$ cat src/rtl/smb_cmd_pkg.sv
package smb_cmd_pkg;

    localparam int ADDR_W = 16;
    localparam int DATA_W = 8;

    localparam logic [DATA_W-1:0] EE_HI_FIRST = 8'hF8;
    localparam logic [DATA_W-1:0] EE_HI_LAST  = 8'hFB;
    localparam logic [DATA_W-1:0] BLOCK_CMD   = 8'hFC;
    localparam logic [ADDR_W-1:0] EE_TOP      = {EE_HI_LAST, 8'hFF};

    typedef enum logic [3:0] {
        ST_IDLE,
        ST_CMD,
        ST_SEND,
        ST_EE_LO,
        ST_EE_DATA,
        ST_BLK_CNT,
        ST_BLK_DATA,
        ST_READ,
        ST_DONE,
        ST_REJECT
    } phase_e;

    typedef struct packed {
        logic              load;
        logic              inc;
        logic [ADDR_W-1:0] value;
    } ptr_ctl_t;

    typedef struct packed {
        logic valid;
        logic nack;
    } ack_t;

    typedef struct packed {
        logic              en;
        logic [ADDR_W-1:0] addr;
        logic [DATA_W-1:0] data;
    } wr_req_t;

    function automatic logic is_ee_hi(input logic [DATA_W-1:0] b);
        return (b >= EE_HI_FIRST) && (b <= EE_HI_LAST);
    endfunction

endpackage

$ cat src/rtl/smb_ptr_unit.sv
module smb_ptr_unit
    import smb_cmd_pkg::*;
(
    input  logic              clk,
    input  logic              rst,
    input  ptr_ctl_t          ctl,
    output logic [ADDR_W-1:0] ptr,
    output logic              ptr_oob
);

    always_ff @(posedge clk) begin
        if (rst) begin
            ptr <= '0;
        end else if (ctl.load) begin
            ptr <= ctl.value;
        end else if (ctl.inc) begin
            ptr <= ptr + 1'b1;
        end
    end

    assign ptr_oob = (ptr > EE_TOP);

endmodule

$ cat src/rtl/smb_tx_unit.sv
module smb_tx_unit
    import smb_cmd_pkg::*;
(
    input  logic              clk,
    input  logic              rst,
    input  logic              rd_phase,
    input  logic              tx_req,
    input  logic [DATA_W-1:0] mem_rd_data,
    output logic              tx_valid,
    output logic [DATA_W-1:0] tx_data
);

    always_ff @(posedge clk) begin
        if (rst) begin
            tx_valid <= 1'b0;
            tx_data  <= '0;
        end else begin
            tx_valid <= tx_req && rd_phase;
            if (tx_req && rd_phase) begin
                tx_data <= mem_rd_data;
            end
        end
    end

endmodule

$ cat src/rtl/smb_cmd_fsm.sv
module smb_cmd_fsm
    import smb_cmd_pkg::*;
#(
    parameter int MAX_BLOCK = 32
)(
    input  logic              clk,
    input  logic              rst,
    input  logic              ev_start,
    input  logic              ev_stop,
    input  logic              ev_addr_valid,
    input  logic              ev_addr_rd,
    input  logic              ev_byte_valid,
    input  logic [DATA_W-1:0] ev_byte_data,
    input  logic [ADDR_W-1:0] ptr,
    input  logic              ptr_oob,
    output ptr_ctl_t          ptr_ctl,
    output ack_t              ack,
    output wr_req_t           wr,
    output logic              data_phase,
    output logic              rd_phase
);

    localparam int CNT_W = $clog2(MAX_BLOCK + 1);

    phase_e            phase, phase_n;
    logic [CNT_W-1:0]  cnt, cnt_n;
    logic [DATA_W-1:0] ee_hi, ee_hi_n;
    logic [DATA_W-1:0] ram_cmd, ram_cmd_n;
    ack_t              ack_n;
    wr_req_t           wr_n;

    always_comb begin
        phase_n   = phase;
        cnt_n     = cnt;
        ee_hi_n   = ee_hi;
        ram_cmd_n = ram_cmd;
        ack_n     = '0;
        wr_n      = '0;
        ptr_ctl   = '0;
        if (ev_start) begin
            phase_n = ST_IDLE;
        end else if (ev_stop) begin
            if (phase == ST_SEND) begin
                ptr_ctl.load  = 1'b1;
                ptr_ctl.value = {8'h00, ram_cmd};
            end
            phase_n = ST_IDLE;
        end else if (ev_addr_valid) begin
            phase_n = ev_addr_rd ? ST_READ : ST_CMD;
        end else if (ev_byte_valid) begin
            ack_n.valid = 1'b1;
            ack_n.nack  = 1'b1;
            case (phase)
                ST_CMD: begin
                    ack_n.nack = 1'b0;
                    if (is_ee_hi(ev_byte_data)) begin
                        ee_hi_n = ev_byte_data;
                        phase_n = ST_EE_LO;
                    end else if (ev_byte_data == BLOCK_CMD) begin
                        phase_n = ST_BLK_CNT;
                    end else begin
                        ram_cmd_n = ev_byte_data;
                        phase_n   = ST_SEND;
                    end
                end
                ST_EE_LO: begin
                    ack_n.nack    = 1'b0;
                    ptr_ctl.load  = 1'b1;
                    ptr_ctl.value = {ee_hi, ev_byte_data};
                    phase_n       = ST_EE_DATA;
                end
                ST_EE_DATA: begin
                    ack_n.nack = 1'b0;
                    wr_n.en    = 1'b1;
                    wr_n.addr  = ptr;
                    wr_n.data  = ev_byte_data;
                    phase_n    = ST_DONE;
                end
                ST_BLK_CNT: begin
                    if (ev_byte_data == '0 || ev_byte_data > DATA_W'(MAX_BLOCK)) begin
                        phase_n = ST_REJECT;
                    end else begin
                        ack_n.nack = 1'b0;
                        cnt_n      = CNT_W'(ev_byte_data);
                        phase_n    = ST_BLK_DATA;
                    end
                end
                ST_BLK_DATA: begin
                    if (ptr_oob) begin
                        phase_n = ST_REJECT;
                    end else begin
                        ack_n.nack  = 1'b0;
                        wr_n.en     = 1'b1;
                        wr_n.addr   = ptr;
                        wr_n.data   = ev_byte_data;
                        ptr_ctl.inc = 1'b1;
                        cnt_n       = cnt - 1'b1;
                        if (cnt == CNT_W'(1)) begin
                            phase_n = ST_DONE;
                        end
                    end
                end
                ST_SEND: phase_n = ST_REJECT;
                default: phase_n = phase;
            endcase
        end
    end

    always_ff @(posedge clk) begin
        if (rst) begin
            phase   <= ST_IDLE;
            cnt     <= '0;
            ee_hi   <= '0;
            ram_cmd <= '0;
            ack     <= '0;
            wr      <= '0;
        end else begin
            phase   <= phase_n;
            cnt     <= cnt_n;
            ee_hi   <= ee_hi_n;
            ram_cmd <= ram_cmd_n;
            ack     <= ack_n;
            wr      <= wr_n;
        end
    end

    assign data_phase = (phase == ST_EE_DATA) || (phase == ST_BLK_DATA);
    assign rd_phase   = (phase == ST_READ);

endmodule

$ cat src/rtl/smb_cmd_decoder.sv
module smb_cmd_decoder
    import smb_cmd_pkg::*;
#(
    parameter int MAX_BLOCK = 32
)(
    input  logic              clk,
    input  logic              rst,
    input  logic              ev_start,
    input  logic              ev_stop,
    input  logic              ev_addr_valid,
    input  logic              ev_addr_rd,
    input  logic              ev_byte_valid,
    input  logic [DATA_W-1:0] ev_byte_data,
    input  logic              tx_req,
    output logic              tx_valid,
    output logic [DATA_W-1:0] tx_data,
    output logic              ack_valid,
    output logic              ack_nack,
    output logic [ADDR_W-1:0] mem_rd_addr,
    input  logic [DATA_W-1:0] mem_rd_data,
    output logic              mem_wr_en,
    output logic [ADDR_W-1:0] mem_wr_addr,
    output logic [DATA_W-1:0] mem_wr_data,
    input  logic              mem_busy,
    output logic              scl_stretch
);

    ptr_ctl_t          ptr_ctl;
    ack_t              ack;
    wr_req_t           wr;
    logic [ADDR_W-1:0] ptr;
    logic              ptr_oob;
    logic              data_phase;
    logic              rd_phase;

    smb_cmd_fsm #(.MAX_BLOCK(MAX_BLOCK)) u_fsm (
        .clk           (clk),
        .rst           (rst),
        .ev_start      (ev_start),
        .ev_stop       (ev_stop),
        .ev_addr_valid (ev_addr_valid),
        .ev_addr_rd    (ev_addr_rd),
        .ev_byte_valid (ev_byte_valid),
        .ev_byte_data  (ev_byte_data),
        .ptr           (ptr),
        .ptr_oob       (ptr_oob),
        .ptr_ctl       (ptr_ctl),
        .ack           (ack),
        .wr            (wr),
        .data_phase    (data_phase),
        .rd_phase      (rd_phase)
    );

    smb_ptr_unit u_ptr (
        .clk     (clk),
        .rst     (rst),
        .ctl     (ptr_ctl),
        .ptr     (ptr),
        .ptr_oob (ptr_oob)
    );

    smb_tx_unit u_tx (
        .clk         (clk),
        .rst         (rst),
        .rd_phase    (rd_phase),
        .tx_req      (tx_req),
        .mem_rd_data (mem_rd_data),
        .tx_valid    (tx_valid),
        .tx_data     (tx_data)
    );

    assign ack_valid   = ack.valid;
    assign ack_nack    = ack.nack;
    assign mem_wr_en   = wr.en;
    assign mem_wr_addr = wr.addr;
    assign mem_wr_data = wr.data;
    assign mem_rd_addr = ptr;
    assign scl_stretch = mem_busy && data_phase;

endmodule

$ cat config.mk
export PLATFORM = sky130hd
export DESIGN_NAME = smb_cmd_decoder
export DESIGN_NICKNAME = d
export VERILOG_FILES = /design/src/rtl/smb_cmd_pkg.sv /design/src/rtl/smb_ptr_unit.sv /design/src/rtl/smb_tx_unit.sv /design/src/rtl/smb_cmd_fsm.sv /design/src/rtl/smb_cmd_decoder.sv
export SDC_FILE = /design/constraint.sdc
export NUM_CORES = 1
export LEC_CHECK = 0
export ABC_AREA = 0
export CAP_MARGIN = 25
export CORE_ASPECT_RATIO = 1.1
export CORE_UTILIZATION = 59
export CTS_BUF_LIST = sky130_fd_sc_hd__clkbuf_4 sky130_fd_sc_hd__clkbuf_8
export DETAILED_ROUTE_END_ITERATION = 6
export DONT_BUFFER_PORTS = 1
export PLACE_DENSITY_LB_ADDON = 0.25
export SLEW_MARGIN = 20
export SYNTH_ARGS = -nofsm -noshare
export SYNTH_HDL_FRONTEND = slang
export SYNTH_SLANG_ARGS = --single-unit
$ cat constraint.sdc
create_clock -name clk -period 1.72 [get_ports clk]
set_input_delay 0 -clock clk [delete_from_list [all_inputs] [get_ports clk]]
set_output_delay 0 -clock clk [all_outputs]
set_load 0.005 [all_outputs]
# ---- After elaboration in Yosys (flattened, before gate mapping)
# Index checks and enable logic that the tools add are counted.
dict set report totals {
  ramBits 0
  wordCells 86
  regBits 78
  mem_count 0
  input_bits 25
  mem_bits_ro 0
  latch_bits 0
}
dict set report op_classes {
  reduce_logical 18
  magnitude_cmp 4
  n_div 0
  bitwise_logic 6
  muxes 32
  mul 0
  shifts 0
  add_sub_neg 2
  eq_ne 12
}
# cell count
set ops {}
lappend ops {{16-bit 2-to-1 mux} 4}
lappend ops {{18-bit 2-to-1 mux} 3}
lappend ops {{25-bit one-hot mux with 2 select lines} 1}
lappend ops {{25-bit 2-to-1 mux} 1}
lappend ops {{4-bit 2-to-1 mux} 6}
lappend ops {{4-bit one-hot mux with 6 select lines} 1}
lappend ops {{16-bit by 1-bit adder with 16-bit output, second input constant} 1}
lappend ops {{4-bit by 3-bit == test with 1-bit output, second input constant} 4}
lappend ops {{16-bit > comparator, second input constant} 1}
lappend ops {{7-bit AND reduction} 2}
lappend ops {{6-bit 2-to-1 mux} 2}
lappend ops {{6-bit one-hot mux with 2 select lines} 1}
lappend ops {{4-bit by 2-bit == test with 1-bit output, second input constant} 2}
lappend ops {{8-bit == test, second input constant} 1}
lappend ops {{8-bit >= comparator, second input constant} 1}
lappend ops {{8-bit by 6-bit > comparator with 1-bit output, second input constant} 1}
lappend ops {{8-bit less-or-equal comparator, second input constant} 1}
lappend ops {{8-bit zero test} 1}
lappend ops {{1-bit 2-to-1 mux} 8}
lappend ops {{8-bit 2-to-1 mux} 1}
lappend ops {{7-bit nonzero test} 1}
lappend ops {{6-bit by 1-bit == test with 1-bit output, second input constant} 1}
lappend ops {{3-bit 2-to-1 mux} 2}
lappend ops {{1-bit NOT} 6}
lappend ops {{other kinds (14)} 21}

# ---- Logic depth before layout (Yosys ltp)
dict set report depth {
  word_depth 9
  mapped_depth 7
}

# ---- By module
# A second synthesis with hierarchy kept.
dict set report unflattened {
  cells_unflattened 423
  area_unflattened_um2 3759.9
}
# module area_each_um2 seq_area_each_um2 cells_per_inst instances
set by_module_without_submodules {}
lappend by_module_without_submodules {smb_cmd_fsm 2411.1 1061.0 269 1}
lappend by_module_without_submodules {smb_ptr_unit 945.9 320.3 113 1}
lappend by_module_without_submodules {smb_tx_unit 396.6 180.2 40 1}
lappend by_module_without_submodules {smb_cmd_decoder 6.3 0.0 1 1}

# ---- Worst setup path before layout
# No wires, ideal clock.
dict set report synth_path {
  path_kind {reg-to-reg}
  start {reg u_fsm.phase[2]}
  end {reg u_ptr.ptr[4]}
  setup_ps 133
  path_stages_with_launch 7
  t_required_ps 1587
  arrival_time_ps 1765
  setup_slack_ps -177
  n_path_buf 2
  path_cell_list {dfxtp_1 -> clkbuf_1 -> or4b_1 -> o22a_1 -> clkbuf_1 -> a221oi_1 -> nor3_1}
}
dict set report synth_between {
  elab_chain_len 7
  word_cells_on_any_way 16
}
# item line_no
set synth_lines {}
lappend synth_lines {{start, declared} smb_cmd_fsm.sv:25} ;# phase_e phase, phase_n;
lappend synth_lines {{start signal, assigned} smb_cmd_fsm.sv:118} ;# phase <= phase_n;
lappend synth_lines {{4-bit by 2-bit == test with 1-bit output or 4-bit by 3-bit == test with 1-bit output (tied branches)} smb_cmd_fsm.sv:53} ;# case (phase)
lappend synth_lines {{16-bit 2-to-1 mux or 1-bit 2-to-1 mux (tied branches)} smb_cmd_fsm.sv:53}
lappend synth_lines {{18-bit 2-to-1 mux} smb_cmd_fsm.sv:50} ;# end else if (ev_byte_valid) begin
lappend synth_lines {{18-bit 2-to-1 mux} smb_cmd_fsm.sv:48} ;# end else if (ev_addr_valid) begin
lappend synth_lines {{16-bit 2-to-1 mux or 1-bit 2-to-1 mux (tied branches)} smb_cmd_fsm.sv:42} ;# end else if (ev_stop) begin
lappend synth_lines {{18-bit 2-to-1 mux (*)} smb_cmd_fsm.sv:40} ;# if (ev_start) begin
lappend synth_lines {{16-bit 2-to-1 mux or 2-bit nonzero test (tied branches)} --}
lappend synth_lines {{end signal, assigned} smb_ptr_unit.sv:15} ;# ptr <= ctl.value;
lappend synth_lines {{end signal, assigned} smb_ptr_unit.sv:17} ;# ptr <= ptr + 1'b1;
lappend synth_lines {{end, declared} smb_ptr_unit.sv:7} ;# output logic [ADDR_W-1:0] ptr,
# Every way passes the cells marked *; elsewhere a longest branch is shown, timed or not.
# A chain may end at the register's enable or synchronous reset.

# ---- Worst setup path in the final report
dict set report layout_path {
  start {reg u_fsm.phase[3]}
  end {reg u_ptr.ptr[7]}
}
# The elaborated chain is that of the path after synthesis.

==> qor.yml <==
logic_synthesis:
  ys_ff_latch: 78
  ys_async_sr_fraction: 0
  synth_cell_types: 62
  yosysTopAreaCell: "dfxtp_1"
  synthTopCellsByArea: "dfxtp_1 44%, mux2i_1 5.3%, and2_1 4.7%"
  syn_area_sq_um: 3566
  syn_area_per_cell_sq_um: 8.915
  synth_cells: 400
  synth_edf_count: 0
  synth-main-ff-cell: "dfxtp_1"
  ys_seq_area_frac: 0.4379
  synth_nets: 428
  ys_warn_count: 0
  synth_top_area_share: 0.4379
routing:
  totalWireLength_microns: 13240
  vias: 3949
  wl_per_cell_microns: 23.30
  viasPerCell: 6.952
  drtIter0Drc: 468
  drc_errors: 0
  firstDrtPassIters: 5
  antenna_left: 0
cells_and_area:
  syn2layout_area_growth_pct: 41.05
  layout-drive-gt1-share: 0.3177
  design_area_sq_um: 5030
  nets: 514
  fillers: 266
  n_antenna_cell: 0
  final_common_cell: "dfxtp_1"
  fin_cells: 568
  final_cell_mix: "72 x dfxtp_1, 55 x buf_4, 41 x nor2_1, 26 x and2_1, 22 x dlygate4sd3_1"
power_and_ir_drop:
  ir_worst_vdd_mv: 0.8157
  leakage_uw: 0.001991
  finalPower_uw: 3425
  power_density_nw_per_um2: 680.8
clock_network:
  clk_latency_ns: 0.36
  cts_root_buffer: "clkbuf_8"
  cts_tree: "yes"
  clock-sinks: 78
  cts_max_level: 3
  clk_pin_slew_ns: 0.09
  cts_buffers: 9
  ctsLongestPathBuffers: 2
worst_setup_path:
  cp-start-kind: "flop"
  cp_max_fo: 7
  worstPathArrival_ns: 2.29
  required_ns: 2.02
  crit_type: "reg2reg"
  cpPeakStageDelay_ns: 0.40
  crit_slowest_cell: "dfxtp_4"
  end_kind: "flop"
  cp_common_cell: "buf_4"
  crit_chain: "buf_4 -> nor4b_4 -> buf_4 -> and2_1 -> a22oi_1 -> o22ai_1 -> o211a_1"
worst_hold_path:
  hold_class: "in2reg"
timing:
  hold_viol: 0
  slew_headroom: 0.2948
  setup_viol: 40
  tightest_slew_ns: 1.048
  rsz0062_at_grt: "true"
  max_freq_mhz: 503.8
  period_needed_ns: 1.985
  post-route-period-util: 1.154
  maxSlewViolCount: 0
  setup_slack_ns: -0.2650
  holdWs_ns: 0.02875
  clock_skew_ns: 0.01168
global_routing:
  grt_pass1_wl_microns: 17080
  first_global_vias: 3557
  grt_usage: 0.3415
  antenna_found_initial: 0
  grt_max_degree: 43
  grt_overflow: 0
run_status:
  violations: "negative setup slack"
  outcome: "finished, violations left"
placed_design:
  place_inst: 509
  pre_cts_slack_ns: -0.1136
  dp_hpwl_microns: 6476
  port_buffers: 0
  place_area_sq_um: 4020
  gp_congestion: 0.9035
floorplanning:
  die_w_microns: 76.13
  ios: 78
  rows: 29
  initial_core_util: 0.6142
  core_sq_um: 5806
  die_area_sq_um: 6359
  die_h_microns: 83.54
job:
  maxCapViolations: 0
layer usage:
layer	vias up	part of all wire	GRT usage
met5	-	0	0
met4	0	0.067	0.2290
met3	114	0.11	0.07104
met2	385	0.48	0.5777
met1	1805	0.34	0.3881
li1	1645	-	-
where the power goes:
part / internal (uW) / switching [uW] / leakage, uW
clock network: 676 / 717 / 0.000104
registers: 1800 / 7.97 / 0.000632
logic: 99.0 / 121 / 0.00125
synth_stat cells (6+ instances only):
cell and n:
dfxtp_1 78, nor2_1 41, and2_1 27, a21oi_1 26, mux2i_1 19, nand2_1 18, clkbuf_1 14, inv_1 14
nor3_1 13, nand3_1 12, o21ai_0 9, buf_2 8, nand4_1 8, and3_1 7, o31ai_1 7, a211oi_1 6
a22oi_1 6
per-stage QoR:
step	setup TNS, ns	util
after CTS	-0.05169	0.7963
after global placement	-0.6648	0.6925
after global routing	-5.406	0.8664
final	-3.971	0.8664
after detailed placement	-1.669	0.6925
after floorplan	-0.1975	-
repair_timing:
action                     4_1_cts  5_1_grt
buffers inserted                 8       10
gates cloned                     1        1
setup endpoints to repair       36       33
hold buffers                    22        1
gates resized for setup         25       66
pin swaps                       11       16
hold endpoints to repair        56        3
worst paths after layout:
path / start / to / slack [ns] / depth (start not counted)
worst max-delay path: u_fsm.phase[3] / u_ptr.ptr[7] / -0.26 / 7
worst min-delay path: ev_start / u_ptr.ptr[6] / 0.03 / 4
worst max register to register: u_fsm.phase[3] / u_ptr.ptr[7] / -0.26 / 7
worst min register to register: u_fsm.ee_hi[6] / u_fsm.ee_hi[6] / 0.46 / 2
kinds of logic (layout without fill, tap and decap cells):
family / Yosys count / count (layout) / synth area share
AND/OR/NAND/NOR: 156 / 156 / 0.2382
flip-flops: 78 / 78 / 0.4379
AO/OA/AOI/OAI: 101 / 102 / 0.2028
multiplexers: 19 / 19 / 0.05333
XOR/XNOR: 5 / 5 / 0.01228
buffers and inverters: 38 / 128 / 0.04491
adder cells (fa/ha/maj): 3 / 3 / 0.01053
final cells by class:
class,count,area (sq um),area share
timing repair buffer,98,889.6,0.1769
clock buffer,9,123.9,0.02463
tap,77,96.34,0.01915
sequential,78,1579,0.3139
multi-input combinational,285,2217,0.4408
clock inverter,7,71.32,0.01418
inverter,14,52.55,0.01045
critical path, delay by kind of cell (launching register included):
| family | cells | cell delay, ns |
|---|---|---|
| AO/OA/AOI/OAI | 3 | 0.63 |
| AND/OR/NAND/NOR | 2 | 0.54 |
| flip-flops | 1 | 0.40 |
| buffers and inverters | 2 | 0.35 |
state kept, by name, indices dropped and copies added (netlist names):
register / count
u_fsm.wr: 25
u_fsm.ack: 2
u_fsm.ee_hi: 8
u_tx.tx_valid: 1
u_fsm.ram_cmd: 8
u_tx.tx_data: 8
u_fsm.cnt: 6
u_ptr.ptr: 16
u_fsm.phase: 4
No activity file was read; power rests on OpenSTA's default activity.
